### src/rtl/sclk_div_pkg.sv
package sclk_div_pkg;

    typedef enum logic [1:0] {
        POST_BY2  = 2'b00,
        POST_BY4  = 2'b01,
        POST_BY8  = 2'b10,
        POST_BY8X = 2'b11
    } post_code_e;

    // Number of first-stage pulses between two serial clock edges
    // (half of the second-stage ratio).
    function automatic logic [2:0] post_half(input post_code_e code);
        case (code)
            POST_BY2: post_half = 3'd1;
            POST_BY4: post_half = 3'd2;
            default:  post_half = 3'd4;
        endcase
    endfunction

endpackage

### src/rtl/sclk_prescaler.sv
module sclk_prescaler #(
    parameter int unsigned DIV0 = 2,
    parameter int unsigned DIV1 = 4,
    parameter int unsigned DIV2 = 7,
    parameter int unsigned DIV3 = 10,
    localparam int unsigned DMAX01 = (DIV0 > DIV1) ? DIV0 : DIV1,
    localparam int unsigned DMAX23 = (DIV2 > DIV3) ? DIV2 : DIV3,
    localparam int unsigned DMAX   = (DMAX01 > DMAX23) ? DMAX01 : DMAX23,
    localparam int unsigned CW     = $clog2(DMAX + 1)
) (
    input  logic       clk,
    input  logic       rst_n,
    input  logic       en_i,
    input  logic       restart_i,
    input  logic [1:0] sel_i,
    output logic       hit_o
);

    typedef struct packed {
        logic [CW-1:0] cnt;
    } pre_st_t;

    pre_st_t       st_d, st_q;
    logic [CW-1:0] lim;

    always_comb begin
        case (sel_i)
            2'd0:    lim = CW'(DIV0);
            2'd1:    lim = CW'(DIV1);
            2'd2:    lim = CW'(DIV2);
            default: lim = CW'(DIV3);
        endcase
        st_d  = st_q;
        hit_o = 1'b0;
        if (!en_i || restart_i) begin
            st_d.cnt = '0;
        end else if (st_q.cnt >= lim - CW'(1)) begin
            st_d.cnt = '0;
            hit_o    = 1'b1;
        end else begin
            st_d.cnt = st_q.cnt + CW'(1);
        end
    end

    always_ff @(posedge clk or negedge rst_n) begin
        if (!rst_n) st_q <= '0;
        else        st_q <= st_d;
    end

    // the count never leaves the range of the largest ratio
    p_pre_in_range_r2: assert property (@(posedge clk) disable iff (!rst_n)
        st_q.cnt < CW'(DMAX));

    // a disabled prescaler sits at zero
    p_pre_off_zero_r8: assert property (@(posedge clk) disable iff (!rst_n)
        !en_i |=> st_q.cnt == '0);

endmodule

### src/rtl/sclk_postscaler.sv
module sclk_postscaler
    import sclk_div_pkg::*;
#(
    parameter int unsigned MAX_HALF = 4,
    localparam int unsigned PW = $clog2(MAX_HALF + 1)
) (
    input  logic       clk,
    input  logic       rst_n,
    input  logic       en_i,
    input  logic       restart_i,
    input  logic       hit_i,
    input  logic [1:0] code_i,
    output logic       tick_o,
    output logic       phase_o
);

    typedef struct packed {
        logic [PW-1:0] cnt;
        logic          tick;
        logic          phase;
    } post_st_t;

    post_st_t      st_d, st_q;
    logic [PW-1:0] half;

    always_comb begin
        half       = PW'(post_half(post_code_e'(code_i)));
        st_d       = st_q;
        st_d.tick  = 1'b0;
        if (!en_i || restart_i) begin
            st_d.cnt   = '0;
            st_d.phase = 1'b0;
        end else if (hit_i) begin
            if (st_q.cnt >= half - PW'(1)) begin
                st_d.cnt   = '0;
                st_d.tick  = 1'b1;
                st_d.phase = ~st_q.phase;
            end else begin
                st_d.cnt = st_q.cnt + PW'(1);
            end
        end
    end

    always_ff @(posedge clk or negedge rst_n) begin
        if (!rst_n) st_q <= '0;
        else        st_q <= st_d;
    end

    assign tick_o  = st_q.tick;
    assign phase_o = st_q.phase;

    p_tick_single_r10: assert property (@(posedge clk) disable iff (!rst_n)
        tick_o |=> !tick_o);

    p_phase_flip_r6: assert property (@(posedge clk) disable iff (!rst_n)
        tick_o |-> phase_o != $past(phase_o));

    p_restart_clear_r7: assert property (@(posedge clk) disable iff (!rst_n)
        restart_i |=> !tick_o && !phase_o);

    p_off_silent_r8: assert property (@(posedge clk) disable iff (!rst_n)
        !en_i |=> !tick_o && !phase_o);

endmodule

### src/rtl/sclk_div_gen.sv
module sclk_div_gen #(
    parameter int unsigned DIV0     = 2,
    parameter int unsigned DIV1     = 4,
    parameter int unsigned DIV2     = 7,
    parameter int unsigned DIV3     = 10,
    parameter int unsigned MAX_HALF = 4
) (
    input  logic       clk,
    input  logic       rst_n,
    input  logic [2:0] cfg_word,
    input  logic [5:0] mode_field,
    input  logic       restart,
    output logic       edge_tick,
    output logic       sclk_phase
);

    logic en;
    logic pre_hit;

    assign en = cfg_word[0];

    sclk_prescaler #(
        .DIV0(DIV0), .DIV1(DIV1), .DIV2(DIV2), .DIV3(DIV3)
    ) u_pre (
        .clk       (clk),
        .rst_n     (rst_n),
        .en_i      (en),
        .restart_i (restart),
        .sel_i     (cfg_word[2:1]),
        .hit_o     (pre_hit)
    );

    sclk_postscaler #(
        .MAX_HALF(MAX_HALF)
    ) u_post (
        .clk       (clk),
        .rst_n     (rst_n),
        .en_i      (en),
        .restart_i (restart),
        .hit_i     (pre_hit),
        .code_i    (mode_field[4:3]),
        .tick_o    (edge_tick),
        .phase_o   (sclk_phase)
    );

    // a tick is only ever launched by a first-stage pulse
    p_tick_from_hit_r5: assert property (@(posedge clk) disable iff (!rst_n)
        edge_tick |-> $past(pre_hit));

endmodule

### config.mk
export PLATFORM = sky130hd
export DESIGN_NAME = sclk_div_gen
export DESIGN_NICKNAME = d
export VERILOG_FILES = /design/src/rtl/sclk_div_pkg.sv /design/src/rtl/sclk_prescaler.sv /design/src/rtl/sclk_postscaler.sv /design/src/rtl/sclk_div_gen.sv
export SDC_FILE = /design/constraint.sdc
export NUM_CORES = 1
export LEC_CHECK = 0
export BUFFER_PORTS_ARGS = -buffer_cell sky130_fd_sc_hd__buf_2
export CORE_MARGIN = 2
export CORE_UTILIZATION = 50
export CTS_BUF_LIST = sky130_fd_sc_hd__clkbuf_8
export DETAILED_ROUTE_END_ITERATION = 12
export GPL_ROUTABILITY_DRIVEN = 0
export GPL_TIMING_DRIVEN = 0
export HOLD_SLACK_MARGIN = 0.12
export PLACE_DENSITY_LB_ADDON = 0.2
export SLEW_MARGIN = 15
export SYNTH_ARGS = -nofsm -noshare
export SYNTH_HDL_FRONTEND = slang
export SYNTH_SLANG_ARGS = --single-unit
### constraint.sdc
create_clock -name clk -period 1.8 [get_ports clk]
set_input_delay 0.54 -clock clk [delete_from_list [all_inputs] [get_ports clk]]
set_output_delay 0.54 -clock clk [all_outputs]
set_load 0.02 [all_outputs]
==> impl_metrics.ini <==
[outcome]
status = finished with violations
violations = negative setup slack

[clock_network]
cts_buffer_depth = 2
cts_hold_repair.buffers = 0
cts.reportedPaths.clkPinSlew_ns = 0.05
cts_tree = yes
clockRootBuffer = clkbuf_8
htreeDepth = 1
cts.sinks = 9
clkLatencyLatePin_ns = 0.24
numCtsBuffers = 3

[routing]
drcViolationCount = 0
drt_iter0_markers = 14
wl_um = 1600
dr.pass1.iters = 4
ant_nets = 0
routed-via-count = 607
wl_per_cell_um = 15.6
vias_per_cell = 5.95

[placement]
io_buffers = 9
dpl.hpwl_um = 1000
placed_cells = 90
place_area_um2 = 853
dp_slack_ns = -0.720

[cells_and_area]
regArea_um2 = 225
nFillCells = 76
fin_util_pct = 82.6
final_cell_mix = 9 x dfrtp_1, 8 x ha_1, 6 x buf_4
nets = 113
layout_commonest_cell = dfrtp_1
finalNonFillerCells = 102
n_antenna_cell = 0
multi_input_area_um2 = 589
final_area_um2 = 1070
drive_above_1_share_pct = 51.7
area_growth_pct = 54.5

[sta]
slew_violations = 0
maxSlewHeadroom_pct = 67.6
max_slew.worst_pin.slew_ns = 0.486
period_share_pct = 123
skew_ns = 0.000475
setup_tns_ns = -1.53
hold_viol = 0
rsz0062_at_grt = yes
holdWs_ns = 0.143
timing.final.crit_period_ns = 2.22
finalSetupViolations = 7
maxClockFrequency_mhz = 450
worst_slack_ns = -0.421

[synthesis]
yosysWarnings = 0
synth.distinct_cells = 27
syn_inst = 66
ys_seq_elements = 9
syn-num-nets = 91
syn_area_per_cell_um2 = 10.5
ys_seq_area_share_pct = 32.4
synth_area_um2 = 696

[grt]
grtUsageMet3_pct = 0
gr-max-usage-layer = met2
grt-ovfl-total = 0
grt_pass1_wl_um = 2260
grt_max_degree = 10
globalRouteMet2Util_pct = 37.1
track_usage_pct = 21.3
antenna_found_initial = 0
first_global_vias = 532
use_met1_pct = 25.6

[power_and_ir_drop]
power_leakage_nw = 0.460
peakVddDrop_uv = 528
power_mw = 0.674
p_int_mw = 0.475
switching_power_mw = 0.200
p_comb_share_pct = 33.0
powerDensity_nw_per_um2 = 627
pwr-share-clk_pct = 35.4
pwr-share-seq_pct = 31.6
sw_frac_of_total_pct = 29.6

[floorplan]
core_um2 = 1300
fp.dieArea_um2 = 1710
die_w_um = 41.3
initial_core_util_pct = 53.5
rows = 13
fp.dieH_um = 41.3
io_pins = 14

[critical_path]
cp_slowest_cell = or4b_1
path_class = in -> reg
path_cells = buf_6 > or2_4 > ha_4 > xnor2_2 > ha_1 > a21oi_2 > o21ai_2 > or4b_1 > a21oi_2
worstPathMaxFanout = 3
critPathRequiredTime_ns = 1.96
worstSetupStartpointType = primary input
max_stage_delay_ns = 0.48
crit_buf_inv = 1
worstSetupEndpointType = register
worst_path_most_repeated_cell = a21oi_2
critPathArrivalTime_ns = 2.38
crit_family = simple AND/OR/NAND/NOR gates

[flow_run]
cap_viol_max_count = 0

[min_path]
min_path_type = in -> async
[flip-flops by register name (all words and copies together), names as in the netlist]
| register | cells |
|---|---|
| u_post.phase_o | 1 |
| u_post.st_q | 3 |
| u_post.tick_o | 1 |
| u_pre.st_q | 4 |
[repair_timing]
action	in CTS	in global routing
resized for setup	13	8
endpoints found under the setup margin	9	9
buffers inserted	5	3
pin swaps	7	6
[power by group through the flow]
stage | sequential [mW] | clock (mW) | combinational (mW)
6_report | 0.213 | 0.239 | 0.222
3_3_place_gp | 0.216 | 0 | 0.136
4_1_cts | 0.213 | 0.233 | 0.193
5_1_grt | 0.214 | 0.242 | 0.241
2_1_floorplan | 0.215 | 0 | 0.106
3_5_place_dp | 0.216 | 0 | 0.141
[cell families (layout without fill, tap and decap cells)]
group | after synthesis | count (layout) | synth area share, %
and+or+nand+nor | 22 | 22 | 21.6
adders and majority gates | 13 | 13 | 23.4
AOI/OAI and AO/OA | 12 | 12 | 15.1
DFF | 9 | 9 | 32.4
buffers and inverters | 7 | 28 | 3.78
xor gates and xnor gates | 3 | 3 | 3.78
[layer usage]
layer  vias to the layer above  share of wire, %
met2                        18                52
met1                       301                41
met5                         -                 0
met4                         0               2.8
met3                         7               4.7
li1                        281                 -
[Yosys cell counts]
master | n | area (um2)
o2bb2ai_1 | 2 | 17.5
nor4_1 | 1 | 6.26
nor2b_1 | 2 | 12.5
nor2_1 | 2 | 7.51
o41ai_1 | 1 | 8.76
nand2_1 | 3 | 11.3
nand3_1 | 1 | 5.00
a211oi_1 | 1 | 7.51
inv_1 | 6 | 22.5
a2111oi_4 | 1 | 27.5
clkbuf_1 | 1 | 3.75
or4b_1 | 1 | 10.0
nor3_1 | 2 | 10.0
nor3_2 | 3 | 30.0
a21oi_1 | 2 | 10.0
o21a_1 | 2 | 15.0
o311ai_1 | 1 | 8.76
nand2b_4 | 1 | 13.8
xor2_1 | 1 | 8.76
nor2_2 | 1 | 6.26
nor3b_2 | 1 | 12.5
nand2b_1 | 3 | 18.8
xnor2_1 | 2 | 17.5
dfrtp_1 | 9 | 225
ha_1 | 13 | 163
o21ai_0 | 2 | 10.0
or2_2 | 1 | 6.26
[area by class of cell]
class	instances	share of cell area, %
multi-input combinational	50	54.8
sequential	9	21.0
timing repair buffer	17	14.4
clock buffer	3	3.84
inverter	6	3.49
tap	15	1.75
clock inverter	1	0.349
buffer	1	0.349
[worst paths after layout]
check | startpoint | end | slack [ns] | cells after the start
max | mode_field[4] | u_post.st_q[3]$_DFFE_PN0P_ | -0.42 | 9
min in group clk | u_pre.st_q[0]$_DFF_PN0_ | u_pre.st_q[0]$_DFF_PN0_ | 0.54 | 1
max reg2reg | u_pre.st_q[0]$_DFF_PN0_ | u_post.st_q[3]$_DFFE_PN0P_ | -0.06 | 7
min reg2reg | u_pre.st_q[0]$_DFF_PN0_ | u_pre.st_q[0]$_DFF_PN0_ | 0.54 | 1
max in group asynchronous | rst_n | u_post.st_q[3]$_DFFE_PN0P_ | 1.48 | 1
min | rst_n | u_post.tick_o$_DFF_PN0_ | 0.14 | 1
Note: power is estimated with default switching activity, not from simulation.
